File: src/rtl/xlat_pkg.sv
// Shared types for the translation unit: access kinds, fault codes,
// walker states and the entry field positions.
package xlat_pkg;
    typedef enum logic [1:0] {
        ACC_READ  = 2'd0,
        ACC_WRITE = 2'd1,
        ACC_FETCH = 2'd2,
        ACC_RSVD  = 2'd3
    } acc_kind_e;

    typedef enum logic [1:0] {
        FLT_NONE    = 2'd0,
        FLT_INVALID = 2'd1,
        FLT_PROT    = 2'd2
    } fault_e;

    typedef enum logic [1:0] {
        WS_IDLE  = 2'd0,
        WS_ISSUE = 2'd1,
        WS_WAIT  = 2'd2
    } walk_state_e;

    typedef struct packed {
        logic rd;
        logic wr;
        logic ex;
    } rights_t;

    localparam int PTE_VALID_BIT = 31;
    localparam int PTE_RD_BIT    = 30;
    localparam int PTE_WR_BIT    = 29;
    localparam int PTE_EX_BIT    = 28;
endpackage

File: src/rtl/xlat_perm.sv
// Permission check: maps entry validity, rights and access kind to a
// fault code. Purely combinational; assumes kind codes from xlat_pkg.
module xlat_perm
    import xlat_pkg::*;
(
    input  logic       pte_valid,
    input  rights_t    rights,
    input  logic [1:0] kind,
    output logic [1:0] fault
);
    logic allowed;

    // Select the permission flag that the access kind needs.
    always_comb begin
        case (kind)
            ACC_READ:  allowed = rights.rd;
            ACC_WRITE: allowed = rights.wr;
            ACC_FETCH: allowed = rights.ex;
            default:   allowed = 1'b0;
        endcase
    end

    // Invalid entries take precedence over rights.
    always_comb begin
        if (!pte_valid)    fault = FLT_INVALID;
        else if (!allowed) fault = FLT_PROT;
        else               fault = FLT_NONE;
    end
endmodule

File: src/rtl/xlat_tcache.sv
// Fully associative translation cache with round-robin refill.
// Assumes at most one entry per page number (only misses install).
// Invalidation wins over a same-cycle install.
module xlat_tcache
    import xlat_pkg::*;
#(
    parameter int ENTRIES = 8,
    parameter int VPN_W   = 22,
    parameter int PPN_W   = 22
) (
    input  logic             clk,
    input  logic             rst_n,
    input  logic             inv,
    input  logic [VPN_W-1:0] lk_vpn,
    output logic             lk_hit,
    output logic [PPN_W-1:0] lk_ppn,
    output rights_t          lk_rights,
    input  logic             ins_en,
    input  logic [VPN_W-1:0] ins_vpn,
    input  logic [PPN_W-1:0] ins_ppn,
    input  rights_t          ins_rights
);
    localparam int PTR_W = (ENTRIES > 1) ? $clog2(ENTRIES) : 1;
    localparam logic [PTR_W-1:0] LAST = PTR_W'(ENTRIES - 1);

    logic [ENTRIES-1:0] vld_q;
    logic [VPN_W-1:0]   tag_q [ENTRIES];
    logic [PPN_W-1:0]   ppn_q [ENTRIES];
    rights_t            rts_q [ENTRIES];
    logic [PTR_W-1:0]   rr_q;
    logic [ENTRIES-1:0] match;

    // Valid bits and the refill pointer; invalidation clears both.
    always_ff @(posedge clk) begin
        if (!rst_n) begin
            vld_q <= '0;
            rr_q  <= '0;
        end else if (inv) begin
            vld_q <= '0;
            rr_q  <= '0;
        end else if (ins_en) begin
            vld_q[rr_q] <= 1'b1;
            rr_q        <= (rr_q == LAST) ? '0 : rr_q + 1'b1;
        end
    end

    // Payload storage, written into the slot the pointer selects.
    always_ff @(posedge clk) begin
        if (ins_en && !inv) begin
            tag_q[rr_q] <= ins_vpn;
            ppn_q[rr_q] <= ins_ppn;
            rts_q[rr_q] <= ins_rights;
        end
    end

    // One comparator per slot.
    for (genvar gi = 0; gi < ENTRIES; gi++) begin : g_cmp
        assign match[gi] = vld_q[gi] && (tag_q[gi] == lk_vpn);
    end

    // Select the matching slot's payload.
    always_comb begin
        lk_hit    = |match;
        lk_ppn    = '0;
        lk_rights = '0;
        for (int i = 0; i < ENTRIES; i++) begin
            if (match[i]) begin
                lk_ppn    = ppn_q[i];
                lk_rights = rts_q[i];
            end
        end
    end
endmodule

File: src/rtl/xlat_walk.sv
// Table walker: on a miss, issues one read of the table entry at
// base + vpn*4, waits for the data and reports completion. It records
// whether an invalidation happened while it was busy (stale).
// Assumes memory accepts the one-cycle request unconditionally.
module xlat_walk
    import xlat_pkg::*;
#(
    parameter int VPN_W = 22,
    parameter int OFF_W = 10,
    parameter int PA_W  = 32
) (
    input  logic             clk,
    input  logic             rst_n,
    input  logic             start,
    input  logic [VPN_W-1:0] start_vpn,
    input  logic [OFF_W-1:0] start_off,
    input  logic [1:0]       start_kind,
    input  logic             inv,
    input  logic [PA_W-1:0]  base,
    input  logic             mem_rsp_valid,
    output logic             idle,
    output logic             mem_req_valid,
    output logic [PA_W-1:0]  mem_req_addr,
    output logic             done,
    output logic             stale,
    output logic [VPN_W-1:0] vpn,
    output logic [OFF_W-1:0] off,
    output logic [1:0]       kind
);
    walk_state_e state_q;
    logic        stale_q;

    // Walk sequencing: idle -> issue read -> wait for data.
    always_ff @(posedge clk) begin
        if (!rst_n) begin
            state_q <= WS_IDLE;
        end else begin
            case (state_q)
                WS_IDLE:  if (start) state_q <= WS_ISSUE;
                WS_ISSUE: state_q <= WS_WAIT;
                WS_WAIT:  if (mem_rsp_valid) state_q <= WS_IDLE;
                default:  state_q <= WS_IDLE;
            endcase
        end
    end

    // Capture the missing request's fields.
    always_ff @(posedge clk) begin
        if (!rst_n) begin
            vpn  <= '0;
            off  <= '0;
            kind <= '0;
        end else if (state_q == WS_IDLE && start) begin
            vpn  <= start_vpn;
            off  <= start_off;
            kind <= start_kind;
        end
    end

    // Remember an invalidation seen while a walk is outstanding.
    always_ff @(posedge clk) begin
        if (!rst_n)                          stale_q <= 1'b0;
        else if (state_q == WS_IDLE)         stale_q <= 1'b0;
        else if (inv)                        stale_q <= 1'b1;
    end

    assign idle          = (state_q == WS_IDLE);
    assign mem_req_valid = (state_q == WS_ISSUE);
    assign mem_req_addr  = base + PA_W'({vpn, 2'b00});
    assign done          = (state_q == WS_WAIT) && mem_rsp_valid;
    assign stale         = stale_q;
endmodule

File: src/rtl/xlat_unit.sv
// Paged address translation unit: cache lookup, table walk on miss,
// permission check and a registered response. Pages are 2**OFF_W bytes.
// Assumes the table base is a physical byte address of 4-byte entries.
module xlat_unit
    import xlat_pkg::*;
#(
    parameter int VA_W    = 32,
    parameter int OFF_W   = 10,
    parameter int PPN_W   = 22,
    parameter int ENTRIES = 8
) (
    input  logic                   clk,
    input  logic                   rst_n,
    input  logic                   req_valid,
    output logic                   req_ready,
    input  logic [VA_W-1:0]        req_vaddr,
    input  logic [1:0]             req_kind,
    output logic                   rsp_valid,
    output logic [PPN_W+OFF_W-1:0] rsp_paddr,
    output logic [1:0]             rsp_fault,
    input  logic                   base_wr,
    input  logic [PPN_W+OFF_W-1:0] base_data,
    input  logic                   flush,
    output logic                   mem_req_valid,
    output logic [PPN_W+OFF_W-1:0] mem_req_addr,
    input  logic                   mem_rsp_valid,
    input  logic [31:0]            mem_rsp_data
);
    localparam int VPN_W = VA_W - OFF_W;
    localparam int PA_W  = PPN_W + OFF_W;

    logic [PA_W-1:0]  base_q;
    logic             inv, accept, hit_raw, hit;
    logic [VPN_W-1:0] lk_vpn;
    logic [OFF_W-1:0] lk_off;
    logic [PPN_W-1:0] hit_ppn;
    rights_t          hit_rights;
    logic [1:0]       hit_fault;

    logic             walk_idle, walk_done, walk_stale;
    logic [VPN_W-1:0] walk_vpn;
    logic [OFF_W-1:0] walk_off;
    logic [1:0]       walk_kind, walk_fault;

    logic             pte_valid;
    rights_t          pte_rights;
    logic [PPN_W-1:0] pte_ppn;

    assign inv       = flush | base_wr;
    assign lk_vpn    = req_vaddr[VA_W-1:OFF_W];
    assign lk_off    = req_vaddr[OFF_W-1:0];
    assign req_ready = walk_idle;
    assign accept    = req_valid & req_ready;
    assign hit       = hit_raw & ~inv;

    assign pte_valid  = mem_rsp_data[PTE_VALID_BIT];
    assign pte_rights = '{rd: mem_rsp_data[PTE_RD_BIT],
                          wr: mem_rsp_data[PTE_WR_BIT],
                          ex: mem_rsp_data[PTE_EX_BIT]};
    assign pte_ppn    = mem_rsp_data[PPN_W-1:0];

    // Table base register.
    always_ff @(posedge clk) begin
        if (!rst_n)       base_q <= '0;
        else if (base_wr) base_q <= base_data;
    end

    xlat_tcache #(
        .ENTRIES (ENTRIES),
        .VPN_W   (VPN_W),
        .PPN_W   (PPN_W)
    ) u_cache (
        .clk        (clk),
        .rst_n      (rst_n),
        .inv        (inv),
        .lk_vpn     (lk_vpn),
        .lk_hit     (hit_raw),
        .lk_ppn     (hit_ppn),
        .lk_rights  (hit_rights),
        .ins_en     (walk_done & pte_valid & ~walk_stale),
        .ins_vpn    (walk_vpn),
        .ins_ppn    (pte_ppn),
        .ins_rights (pte_rights)
    );

    xlat_walk #(
        .VPN_W (VPN_W),
        .OFF_W (OFF_W),
        .PA_W  (PA_W)
    ) u_walk (
        .clk           (clk),
        .rst_n         (rst_n),
        .start         (accept & ~hit),
        .start_vpn     (lk_vpn),
        .start_off     (lk_off),
        .start_kind    (req_kind),
        .inv           (inv),
        .base          (base_q),
        .mem_rsp_valid (mem_rsp_valid),
        .idle          (walk_idle),
        .mem_req_valid (mem_req_valid),
        .mem_req_addr  (mem_req_addr),
        .done          (walk_done),
        .stale         (walk_stale),
        .vpn           (walk_vpn),
        .off           (walk_off),
        .kind          (walk_kind)
    );

    xlat_perm u_perm_hit (
        .pte_valid (1'b1),
        .rights    (hit_rights),
        .kind      (req_kind),
        .fault     (hit_fault)
    );

    xlat_perm u_perm_walk (
        .pte_valid (pte_valid),
        .rights    (pte_rights),
        .kind      (walk_kind),
        .fault     (walk_fault)
    );

    // Registered response from either the hit path or a finished walk.
    always_ff @(posedge clk) begin
        if (!rst_n) begin
            rsp_valid <= 1'b0;
            rsp_paddr <= '0;
            rsp_fault <= FLT_NONE;
        end else begin
            rsp_valid <= 1'b0;
            if (accept && hit) begin
                rsp_valid <= 1'b1;
                rsp_fault <= hit_fault;
                rsp_paddr <= (hit_fault == FLT_NONE) ? {hit_ppn, lk_off} : '0;
            end else if (walk_done) begin
                rsp_valid <= 1'b1;
                rsp_fault <= walk_fault;
                rsp_paddr <= (walk_fault == FLT_NONE) ? {pte_ppn, walk_off} : '0;
            end
        end
    end
endmodule

File: config.mk
export PLATFORM = sky130hd
export DESIGN_NAME = xlat_unit
export DESIGN_NICKNAME = d
export VERILOG_FILES = /design/src/rtl/xlat_pkg.sv /design/src/rtl/xlat_perm.sv /design/src/rtl/xlat_tcache.sv /design/src/rtl/xlat_walk.sv /design/src/rtl/xlat_unit.sv
export SDC_FILE = /design/constraint.sdc
export NUM_CORES = 1
export LEC_CHECK = 0
export BUFFER_PORTS_ARGS = -buffer_cell sky130_fd_sc_hd__buf_2
export CAP_MARGIN = 10
export CORE_ASPECT_RATIO = 1.5
export CORE_UTILIZATION = 37
export CTS_BUF_LIST = sky130_fd_sc_hd__clkbuf_16
export DETAILED_ROUTE_END_ITERATION = 10
export MAX_ROUTING_LAYER = met4
export PLACE_DENSITY = 0.54
export SYNTH_ARGS = -nofsm -noshare
export SYNTH_HDL_FRONTEND = slang
export SYNTH_HIERARCHICAL = 1
export SYNTH_SLANG_ARGS = --single-unit
File: constraint.sdc
create_clock -name clk -period 16.1 [get_ports clk]
set_input_delay 3.22 -clock clk [delete_from_list [all_inputs] [get_ports clk]]
set_output_delay 3.22 -clock clk [all_outputs]
set_load 0.01 [all_outputs]
==> results of run 1 <==
## stage by stage
| stage | area [sq um] | utilization | std cells | hold WS (ns) |
|---|---|---|---|---|
| 2_1_floorplan | 22500 | - | 1763 | 0.436 |
| 3_3_place_gp | 23800 | 0.397 | 2620 | 0.447 |
| 3_5_place_dp | 23800 | 0.397 | 2620 | 0.454 |
| 4_1_cts | 25500 | 0.425 | 2714 | 0.463 |
| 5_1_grt | 25500 | 0.425 | 2716 | 0.483 |
| 6_report | 25500 | 0.425 | 2716 | 0.457 |
## layout by cell type, fill, tap and decap left out, types with 15 or more instances in the layout
| master | n |
|---|---|
| a221oi_1 | 15 |
| nor2_1 | 77 |
| a21boi_1 | 31 |
| buf_4 | 33 |
| nand2_1 | 121 |
| a21boi_0 | 37 |
| mux2i_1 | 50 |
| nor4bb_1 | 32 |
| xnor2_1 | 123 |
| nor2b_1 | 73 |
| a31oi_1 | 19 |
| o22ai_1 | 34 |
| ha_1 | 24 |
| edfxtp_1 | 376 |
| o221ai_1 | 15 |
| a21oi_1 | 30 |
| buf_2 | 165 |
| inv_1 | 43 |
| nand3_1 | 34 |
| dfxtp_1 | 115 |
| xor2_1 | 79 |
| o21ai_0 | 29 |
| nand4_1 | 69 |
| clkbuf_16 | 51 |
## kinds of logic after synthesis
family | count (synthesis) | synth area share
simple gates | 501 | 0.124
flops | 491 | 0.606
compound gates | 320 | 0.109
xor+xnor | 203 | 0.0795
buf+inv | 160 | 0.0394
mux | 61 | 0.0280
fa+ha+maj | 25 | 0.0143
other cells | 1 | 0.000167
## worst register-to-register path: stages (launching register included)
cell      delay [ns]
edfxtp_1        0.40
xnor2_1         0.14
nand4_1         0.26
nor4_4          0.08
buf_4           0.26
nand2_1         0.60
and3_1          0.61
a221oi_1        0.21
o31ai_1         0.30
mux2i_1         0.14
o221a_1         0.33
nor2_4          0.80
nand4_1         0.24
a21boi_1        0.16
## flip-flops by register name, indices dropped and copies added (netlist names)
| register | count |
|---|---|
| u_walk/vpn | 22 |
| u_cache/ppn_q | 176 |
| u_walk/state_q | 2 |
| u_walk/off | 10 |
| rsp_fault | 2 |
| u_walk/stale | 1 |
| rsp_paddr | 32 |
| base_q | 32 |
| u_cache/vld_q | 8 |
| u_walk/kind | 2 |
| u_cache/rts_q | 24 |
| u_cache/tag_q | 176 |
| u_cache/rr_q | 3 |
| rsp_valid | 1 |
## routing by layer
layer | vias to the layer above | track usage
li1 | 6809 | -
met1 | 7298 | 0.239
met2 | 382 | 0.389
met3 | 117 | 0.0287
met4 | 0 | 0.0789
met5 | - | -
## path summary, 6_finish.rpt
check	start	endpoint	slack, ns	cells past startpoint
max	req_vaddr[16]	rsp_paddr[18]$_SDFFE_PN0P_	8.97	14
min	u_walk/off[0]$_SDFFE_PN0P_	u_walk/off[0]$_SDFFE_PN0P_	0.46	2
max reg2reg	u_cache/tag_q[2][18]$_DFFE_PP_	rsp_paddr[18]$_SDFFE_PN0P_	11.53	13
min reg2reg	u_walk/off[0]$_SDFFE_PN0P_	u_walk/off[0]$_SDFFE_PN0P_	0.46	2
## power by group
part / switching [uW] / total, uW / internal, uW
clock network: 500 / 1190 / 689
registers: 26.4 / 1400 / 1380
logic: 114 / 177 / 63.1
total: 640 / 2770 / 2130
## layout make-up
| class | count | share of cell area |
|---|---|---|
| antenna | 2 | 0.000196 |
| clock inverter | 43 | 0.0153 |
| clock buffer | 51 | 0.0500 |
| sequential | 491 | 0.533 |
| timing repair buffer | 198 | 0.0421 |
| tap | 784 | 0.0385 |
| inverter | 35 | 0.00515 |
| multi-input combinational | 1112 | 0.316 |
==> flow_summary_export.csv, run 1 <==
group,metric,value,unit
drt,vias_per_cell,5.38,
global_route,grt-ovfl-total,0,
synthesis,netlist.top_cell.by_area,"edfxtp_1",
clock_tree,cts_tree,"yes",
timing,post_route_skew,0.0255,ns
floorplanning,floorplan.die.width,203,um
placed_design,place_ws,8.38,ns
timing,worst_slew_pin_slew,1.05,ns
global_route,via_count_of_the_first_global_routing_pass,14900,
pwr,design_power_total,2770,uW
synthesis,post_synth.cell_area_avg,12.7,sq um
clock_tree,cts-resized-gates,0,
timing,maxClockFrequency,0.140,GHz
floorplanning,initial_utilization,0.374,
clock_tree,insertion_delay_of_the_later_clocked_pin_in_the_worst_skew_pair,0.61,ns
synthesis,synth-async-reset-ratio,0,
pwr,vdd_ir_drop_max,0.0815,mV
drt,met1Wirelength,25.3,mm
placed_design,dpl_wire_length,41.5,mm
synthesis,synthMostInstantiatedCell,"edfxtp_1",
synthesis,syn-cell-area,22400,sq um
final_layout,sequential_cell_area,13600,sq um
timing,timing.final.hold_violations,0,
drt,met3_length,2.36,mm
drt,postRouteWirelength,64.5,mm
worst_setup_path,timing.critical_path.buf_inv,2,
synthesis,synth_flop_cell,"edfxtp_1",
worst_setup_path,timing.critical_path.max_delay_family,"simple AND/OR/NAND/NOR gates",
run,timing.max_cap.violations,0,
synthesis,synth_cell_type_count,80,
clock_tree,clock_buffer_depth,3,
global_route,grt_pass1_wl,95.3,mm
placed_design,io_buffer_count,166,
synthesis,yosys-top-cells-count,"376 x edfxtp_1, 123 x xnor2_1, 121 x nand2_1",
drt,wire_per_inst,23.8,um
synthesis,synth_seq_cells,491,
clock_tree,ctsHtreeMaxLevel,2,
final_layout,final_layout_size_suffix_gt1_frac,0.179,
worst_setup_path,critical_path_class,"input port to register",
drt,met2WireLength,34.6,mm
synthesis,ys_seq_area_frac,0.606,
timing,setup_viol,0,
worst_setup_path,critical_path_peak_fanout,32,
clock_tree,post_cts.repair.setup_buffers,0,
worst_hold_path,min-delay-path-class,"register to register",
final_layout,multiInputGateArea,8060,sq um
synthesis,synthTopCellsByArea,"edfxtp_1 50%, dfxtp_1 10%, xnor2_1 4.8%, xor2_1 3.1%, mux2i_1 2.2%",
final_layout,fill_cells,5643,
synthesis,synth_edf_count,376,
clock_tree,worst_setup_hold_path_clk_slew,0.06,ns
final_layout,area.growth.synth_to_final,13.6,%
drt,dr_total_vias,14600,
run_status,status,"finished, final reports clean",
timing,fin_setup_tns,0,ns
worst_setup_path,worst_path_largest_cell_delay,0.80,ns
worst_setup_path,required_time_of_the_worst_setup_path,16.64,ns
clock_tree,tritoncts.num_buffers,50,
worst_setup_path,crit_path_end_kind,"register",
final_layout,final_net_count,2017,
global_route,track_usage,0.215,
clock_tree,clock_sink_count,491,
synthesis,ys.warnings.count,6,
timing,period_share,0.443,
worst_setup_path,path_common_cell,"nand4_1",
pwr,power.static_leakage,0.00892,uW
timing,setup_slack,8.97,ns
floorplanning,num_rows,110,
clock_tree,cts.hold.buffers_added,0,
drt,dr.max_layer_used,"met4",
worst_setup_path,critical-path-slowest-cell,"nor2_4",
drt,drtPass1Iterations,5,
worst_setup_path,crit_path_start_kind,"input port",
drt,dr.first_iter.drc_count,933,
placed_design,place_congestion,0.852,
drt,drt.antenna.violating_nets,0,
timing,slew_headroom,0.302,
synthesis,netlist_instances,1762,
floorplanning,fp.dieH,304,um
timing,post-route-min-period,7.13,ns
floorplanning,top_level_ports,173,
drt,drcViolationCount,0,
timing,setup_repair_after_global_routing_missed_its_margin,"no",
global_route,grt_antenna_before_repair,6,
timing,timing.final.max_slew_violations,0,
worst_setup_path,arrival,7.67,ns
floorplanning,die_area,61700,sq um
global_route,grt_start_max_net_pins,69,
floorplanning,coreArea,60000,sq um
worst_setup_path,critical_path.cell_chain,"buf_2 -> xnor2_1 -> nand4_1 -> nor4_4 -> buf_4 -> nand2_1 -> and3_1 -> a221oi_1 -> o31ai_1 -> mux2i_1 -> o221a_1 -> nor2_4 -> nand4_1 -> a21boi_1",
pwr,power-per-cell-area,109,nW/um^2
clock_tree,cts_root_buffer,"clkbuf_16",
synthesis,synthDominantCellAreaShare,0.503,
Power figures use the tool's default switching activity.
==> run 2: changes to the inputs <==
--- a/config.mk
+++ b/config.mk
@@ -5,6 +5,7 @@
 export SDC_FILE = /design/constraint.sdc
 export NUM_CORES = 1
 export LEC_CHECK = 0
+export ABC_AREA = 1
 export BUFFER_PORTS_ARGS = -buffer_cell sky130_fd_sc_hd__buf_2
 export CAP_MARGIN = 10
 export CORE_ASPECT_RATIO = 1.5
@@ -12,7 +13,7 @@
 export CTS_BUF_LIST = sky130_fd_sc_hd__clkbuf_16
 export DETAILED_ROUTE_END_ITERATION = 10
 export MAX_ROUTING_LAYER = met4
-export PLACE_DENSITY = 0.54
+export PLACE_DENSITY = 0.53
 export SYNTH_ARGS = -nofsm -noshare
 export SYNTH_HDL_FRONTEND = slang
 export SYNTH_HIERARCHICAL = 1
==> constraint.sdc (replaced) <==
create_clock -name clk -period 6.9 [get_ports clk]
set_input_delay 1.38 -clock clk [delete_from_list [all_inputs] [get_ports clk]]
set_output_delay 1.38 -clock clk [all_outputs]
set_load 0.01 [all_outputs]
==> run 2 against run 1 <==
Against the previous run:
- worst setup slack worse by 7.2 ns
- register-to-register slack worse by 9.0 ns
- sequential power up 140%
- critical path depth up 3
- final area up 4.7%
- utilization down 0.24 points
- via count up 24%
- critical path type unchanged
- critical endpoint is now u_walk/vpn[9]$_SDFFE_PN0P_
- largest power group unchanged
==> flow_summary_export.csv, run 2 <==
group,metric,value,unit
drt,dr_total_vias,18200,
floorplanning,initial_utilization,0.374,
final_layout,layout_commonest_cell,"nand2_1",
synthesis,synthMostInstantiatedCell,"nand2_1",
worst_setup_path,crit_path_end_kind,"register",
timing,setup_viol,0,
worst_setup_path,critical_path_peak_fanout,36,
timing,timing.final.hold_violations,0,
worst_setup_path,crit_path_start_kind,"input port",
final_layout,most-common-layout-cells,"664 x nand2_1, 442 x nor2_1, 376 x edfxtp_1",
synthesis,netlist.top_cell.by_area,"edfxtp_1",
drt,drtPass1Iterations,5,
timing,maxClockFrequency,0.197,GHz
clock_tree,cts.hold.buffers_added,0,
worst_setup_path,worst_path_largest_cell_delay,0.54,ns
worst_setup_path,critical-path-slowest-cell,"nand3_2",
placed_design,io_buffer_count,166,
final_layout,multiInputGateArea,8420,sq um
synthesis,post_synth.cell_area_avg,8.94,sq um
synthesis,netlist_instances,2641,
drt,vias_per_cell,5.01,
global_route,grt_pass1_wl,111,mm
timing,slew_headroom,0.200,
synthesis,synth_edf_count,376,
placed_design,detailed_place.area,25100,sq um
clock_tree,clock_sink_count,491,
floorplanning,die_area,64900,sq um
synthesis,synth_seq_cells,491,
global_route,grt_start_max_net_pins,72,
final_layout,post-route-cell-area,26700,sq um
synthesis,ys.warnings.count,6,
clock_tree,tritoncts.num_buffers,51,
floorplanning,top_level_ports,173,
final_layout,final_net_count,2914,
global_route,grt_antenna_before_repair,4,
clock_tree,insertion_delay_of_the_later_clocked_pin_in_the_worst_skew_pair,0.60,ns
clock_tree,cts_tree,"yes",
synthesis,ys_seq_area_frac,0.576,
floorplanning,coreArea,63200,sq um
global_route,via_count_of_the_first_global_routing_pass,17900,
clock_tree,ctsHtreeMaxLevel,2,
final_layout,reg_top3,"u_cache/ppn_q x176, u_cache/tag_q x176",
worst_setup_path,critical_path_class,"input port to register",
floorplanning,floorplan.die.width,208,um
final_layout,area.growth.synth_to_final,13.1,%
drt,drt.antenna.violating_nets,0,
final_layout,fill_cells,6243,
pwr,design_power_total,6490,uW
placed_design,dpl_wire_length,50.1,mm
placed_design,place_congestion,0.898,
global_route,track_usage,0.237,
floorplanning,fp.dieH,311,um
timing,setup_slack,1.82,ns
worst_hold_path,min-delay-path-class,"register to register",
run_status,status,"finished, final reports clean",
final_layout,post_layout_nonfiller_instances,3632,
final_layout,sequential_cell_area,13600,sq um
worst_setup_path,critical_path.cell_chain,"buf_2 -> o21ai_0 -> nor2_1 -> nand2_1 -> nor2_1 -> nand3_2 -> buf_4 -> nand2_1 -> inv_1 -> nand3_1 -> inv_1 -> nor2_4 -> nor2_1 -> nand2_2 -> buf_4 -> o21ai_0 -> nor2_1",
worst_setup_path,required_time_of_the_worst_setup_path,7.44,ns
clock_tree,cts_root_buffer,"clkbuf_16",
placed_design,dp.cells,3537,
floorplanning,num_rows,113,
drt,wire_per_inst,20.5,um
synthesis,synth_cell_type_count,44,
worst_setup_path,path_common_cell,"nor2_1",
clock_tree,clock_buffer_depth,3,
synthesis,synth-async-reset-ratio,0,
pwr,power-per-cell-area,243,nW/um^2
pwr,vdd_ir_drop_max,0.185,mV
synthesis,synth_flop_cell,"edfxtp_1",
clock_tree,post_cts.repair.setup_buffers,0,
drt,drcViolationCount,0,
final_layout,final_layout_size_suffix_gt1_frac,0.145,
timing,post_route_skew,0.0185,ns
synthesis,yosys-top-cells-count,"664 x nand2_1, 452 x nor2_1, 376 x edfxtp_1",
global_route,grt-ovfl-total,0,
clock_tree,worst_setup_hold_path_clk_slew,0.06,ns
synthesis,syn-cell-area,23600,sq um
timing,worst_slew_pin_slew,1.20,ns
timing,timing.final.max_slew_violations,0,
drt,postRouteWirelength,74.5,mm
timing,setup_repair_after_global_routing_missed_its_margin,"no",
synthesis,synthTopCellsByArea,"edfxtp_1 48%, nand2_1 11%, dfxtp_1 9.7%, nor2_1 7.2%, inv_1 4.0%",
synthesis,synthDominantCellAreaShare,0.478,
worst_setup_path,arrival,5.62,ns
run,timing.max_cap.violations,0,
timing,fin_setup_tns,0,ns
placed_design,place_ws,1.17,ns
clock_tree,cts-resized-gates,0,
timing,period_share,0.737,
pwr,power.static_leakage,0.0113,uW
drt,dr.first_iter.drc_count,1115,
timing,post-route-min-period,5.08,ns
## run 2: area by class of cell
class	instances	area share
Sequential cell	491	0.509
Timing Repair Buffer	197	0.0398
Tap cell	805	0.0377
Clock buffer	52	0.0487
Inverter	282	0.0396
Antenna cell	2	0.000187
Multi-Input combinational cell	1762	0.315
Clock inverter	41	0.00979
## run 2: worst paths after layout
path / slack [ns] / to / cells past startpoint / startpoint
min: 0.46 / u_cache/vld_q[5]$_SDFFE_PP0P_ / 2 / u_cache/vld_q[5]$_SDFFE_PP0P_
min reg2reg: 0.46 / u_cache/vld_q[5]$_SDFFE_PP0P_ / 2 / u_cache/vld_q[5]$_SDFFE_PP0P_
max reg2reg: 2.49 / u_walk/vpn[9]$_SDFFE_PN0P_ / 17 / u_cache/tag_q[5][12]$_DFFE_PP_
max: 1.82 / u_walk/vpn[9]$_SDFFE_PN0P_ / 17 / req_vaddr[22]
## run 2: metrics by stage
| step | hold WS [ns] | util |
|---|---|---|
| 2_1_floorplan | 0.427 | - |
| 3_3_place_gp | 0.444 | 0.398 |
| 3_5_place_dp | 0.461 | 0.398 |
| 4_1_cts | 0.469 | 0.423 |
| 5_1_grt | 0.481 | 0.423 |
| 6_report | 0.462 | 0.423 |
## run 2: routing by layer
metal  global-route usage  wire length, um  vias to the layer above
li1                     -                -                     8882
met1                0.257            28400                     8665
met2                0.438            40000                      492
met3               0.0277             3180                      143
met4               0.0897             2940                        0
met5                    -                0                        -
## run 2: cell families (layout without fill, tap and decap cells)
kind of cell	Yosys count	count (layout)	synth area share
other cells	1	4	0.000159
compound gates	272	272	0.0645
fa+ha+maj	25	25	0.0136
simple gates	1400	1400	0.252
buf+inv	389	572	0.0710
flops	491	491	0.576
xor+xnor	63	63	0.0234
## run 2: power by group
part	total, uW	internal, uW	switching [uW]
registers	3320	3240	82.7
logic	534	160	374
clock network	2640	1470	1170
total	6490	4870	1620
## run 2: worst max-delay path: cells and delay by family
family	cells	cell delay [ns]
compound gates	2	0.33
buf+inv	5	1.47
simple gates	10	2.33
==> run 3: changes to the inputs <==
--- a/config.mk
+++ b/config.mk
@@ -5,7 +5,7 @@
 export SDC_FILE = /design/constraint.sdc
 export NUM_CORES = 1
 export LEC_CHECK = 0
-export ABC_AREA = 1
+export ABC_AREA = 0
 export BUFFER_PORTS_ARGS = -buffer_cell sky130_fd_sc_hd__buf_2
 export CAP_MARGIN = 10
 export CORE_ASPECT_RATIO = 1.5
@@ -13,7 +13,7 @@
 export CTS_BUF_LIST = sky130_fd_sc_hd__clkbuf_16
 export DETAILED_ROUTE_END_ITERATION = 10
 export MAX_ROUTING_LAYER = met4
-export PLACE_DENSITY = 0.53
+export PLACE_DENSITY = 0.54
 export SYNTH_ARGS = -nofsm -noshare
 export SYNTH_HDL_FRONTEND = slang
 export SYNTH_HIERARCHICAL = 1
==> constraint.sdc (replaced) <==
create_clock -name clk -period 5.2 [get_ports clk]
set_input_delay 1.04 -clock clk [delete_from_list [all_inputs] [get_ports clk]]
set_output_delay 1.04 -clock clk [all_outputs]
set_load 0.01 [all_outputs]
==> run 3 against run 2 <==
Against the previous run:
- utilization grew 0.60 points
- critical endpoint is now mem_req_addr[30]
- via count is 19% lower
- critical path type is now register to output port
- worst setup slack lost 1.2 ns
- final area is 3.7% lower
- highest routed layer unchanged
==> flow_summary_export.csv, run 3 (synthesis gave the netlist of run 1 again) <==
group,metric,value,unit
worst_setup_path,critical_path_peak_fanout,10,
worst_setup_path,critical_path_class,"register to output port",
timing,setup_viol,0,
global_route,track_usage,0.214,
clock_tree,post_cts.repair.setup_buffers,0,
run_status,status,"finished, final reports clean",
worst_setup_path,crit_path_end_kind,"output port",
pwr,power.static_leakage,0.00904,uW
clock_tree,clock_buffer_depth,3,
final_layout,sequential_cell_area,13600,sq um
floorplanning,floorplan.die.width,203,um
run,timing.max_cap.violations,0,
floorplanning,initial_utilization,0.374,
global_route,grt_start_max_net_pins,106,
drt,dr.first_iter.drc_count,1072,
placed_design,place_congestion,0.842,
drt,wire_per_inst,23.5,um
final_layout,area.growth.synth_to_final,14.6,%
timing,post_route_skew,0.0256,ns
timing,timing.final.hold_violations,0,
clock_tree,cts.hold.buffers_added,0,
final_layout,layout_commonest_cell,"edfxtp_1",
timing,period_share,0.884,
clock_tree,tritoncts.num_buffers,49,
placed_design,io_buffer_count,166,
drt,postRouteWirelength,64.4,mm
timing,fin_setup_tns,0,ns
global_route,global_route.usage.met3,0.0292,
final_layout,final_net_count,2045,
drt,drcViolationCount,0,
floorplanning,num_rows,110,
final_layout,multiInputGateArea,8070,sq um
floorplanning,coreArea,60000,sq um
drt,drt.antenna.violating_nets,0,
drt,vias_per_cell,5.39,
clock_tree,ctsHtreeMaxLevel,2,
global_route,via_count_of_the_first_global_routing_pass,15100,
clock_tree,cts-resized-gates,0,
global_route,grt.busiest_layer,"met2",
timing,slew_headroom,0.256,
timing,timing.final.max_slew_violations,0,
worst_setup_path,crit_path_start_kind,"register",
final_layout,fill_cells,5660,
drt,dr_total_vias,14800,
global_route,grt_antenna_before_repair,1,
worst_setup_path,arrival,3.56,ns
final_layout,final_layout_size_suffix_gt1_frac,0.185,
final_layout,post_layout_nonfiller_instances,2741,
worst_setup_path,required_time_of_the_worst_setup_path,4.16,ns
timing,maxClockFrequency,0.217,GHz
worst_hold_path,min-delay-path-class,"register to register",
timing,worst_slew_pin_slew,1.12,ns
clock_tree,cts_tree,"yes",
timing,setup_repair_after_global_routing_missed_its_margin,"no",
placed_design,dp.cells,2649,
global_route,grt-ovfl-total,0,
final_layout,reg_top3,"u_cache/ppn_q x176, u_cache/tag_q x176",
pwr,vdd_ir_drop_max,0.280,mV
floorplanning,top_level_ports,173,
final_layout,most-common-layout-cells,"376 x edfxtp_1, 165 x buf_2, 123 x xnor2_1",
clock_tree,cts_root_buffer,"clkbuf_16",
floorplanning,die_area,61700,sq um
clock_tree,insertion_delay_of_the_later_clocked_pin_in_the_worst_skew_pair,0.59,ns
floorplanning,fp.dieH,304,um
global_route,grt_pass1_wl,95.9,mm
clock_tree,worst_setup_hold_path_clk_slew,0.06,ns
placed_design,dpl_wire_length,43.2,mm
global_route,grt_util_met1,0.243,
drt,drtPass1Iterations,5,
pwr,power-per-cell-area,330,nW/um^2
timing,post-route-min-period,4.60,ns
global_route,grtUsageMet2,0.392,
clock_tree,clock_sink_count,491,
==> run 3: power breakdown <==
part / total (uW) / switching, uW / internal, uW
clock network: 3580 / 1500 / 2080
registers: 4330 / 64.0 / 4270
logic: 573 / 365 / 207
==> run 3: cell type report <==
cell class              instances  area share
well taps                     784      0.0381
inverters                      35     0.00511
multi-input cells            1112       0.314
clock inverters                40      0.0138
repair buffers                227      0.0521
flip-flops and latches        491       0.528
diodes                          2    0.000195
clock buffers                  50      0.0486
==> run 3: worst paths after layout <==
path                            cells after the start                          to                     startpoint  slack [ns]
worst max-delay path                               10            mem_req_addr[30]     u_walk/vpn[0]$_SDFFE_PN0P_        0.60
worst min-delay path                                2  u_walk/off[7]$_SDFFE_PN0P_     u_walk/off[7]$_SDFFE_PN0P_        0.47
worst max register to register                     13  rsp_paddr[26]$_SDFFE_PN0P_  u_cache/tag_q[0][3]$_DFFE_PP_        1.55
worst min register to register                      2  u_walk/off[7]$_SDFFE_PN0P_     u_walk/off[7]$_SDFFE_PN0P_        0.47
==> run 3: layer usage <==
layer | share of wire | vias to the layer above
met2 | 0.54 | 404
met5 | 0 | -
met3 | 0.044 | 80
met1 | 0.40 | 7425
li1 | - | 6878
met4 | 0.021 | 0
==> run 3: through the flow <==
step | hold slack, ns | setup slack (ns) | power, uW | area (sq um) | util
floorplan | 0.436 | 0.185 | 4730 | 22500 | -
global placement | 0.452 | 0.636 | 4980 | 24100 | 0.402
detailed placement | 0.459 | 0.610 | 4990 | 24100 | 0.402
CTS | 0.468 | 0.456 | 8570 | 25700 | 0.429
global route | 0.489 | 0.352 | 8760 | 25700 | 0.429
finish | 0.467 | 0.601 | 8490 | 25700 | 0.429
==> run 3: worst max-delay path, stage by stage (launching register included) <==
cell and delay (ns):
dfxtp_1 0.59, ha_1 0.29, inv_1 0.06, fa_1 0.40
nand2b_1 0.18, a21oi_1 0.26, o21ai_1 0.24, a32oi_2 0.44
nand3_1 0.18, xnor2_1 0.17, buf_2 0.16
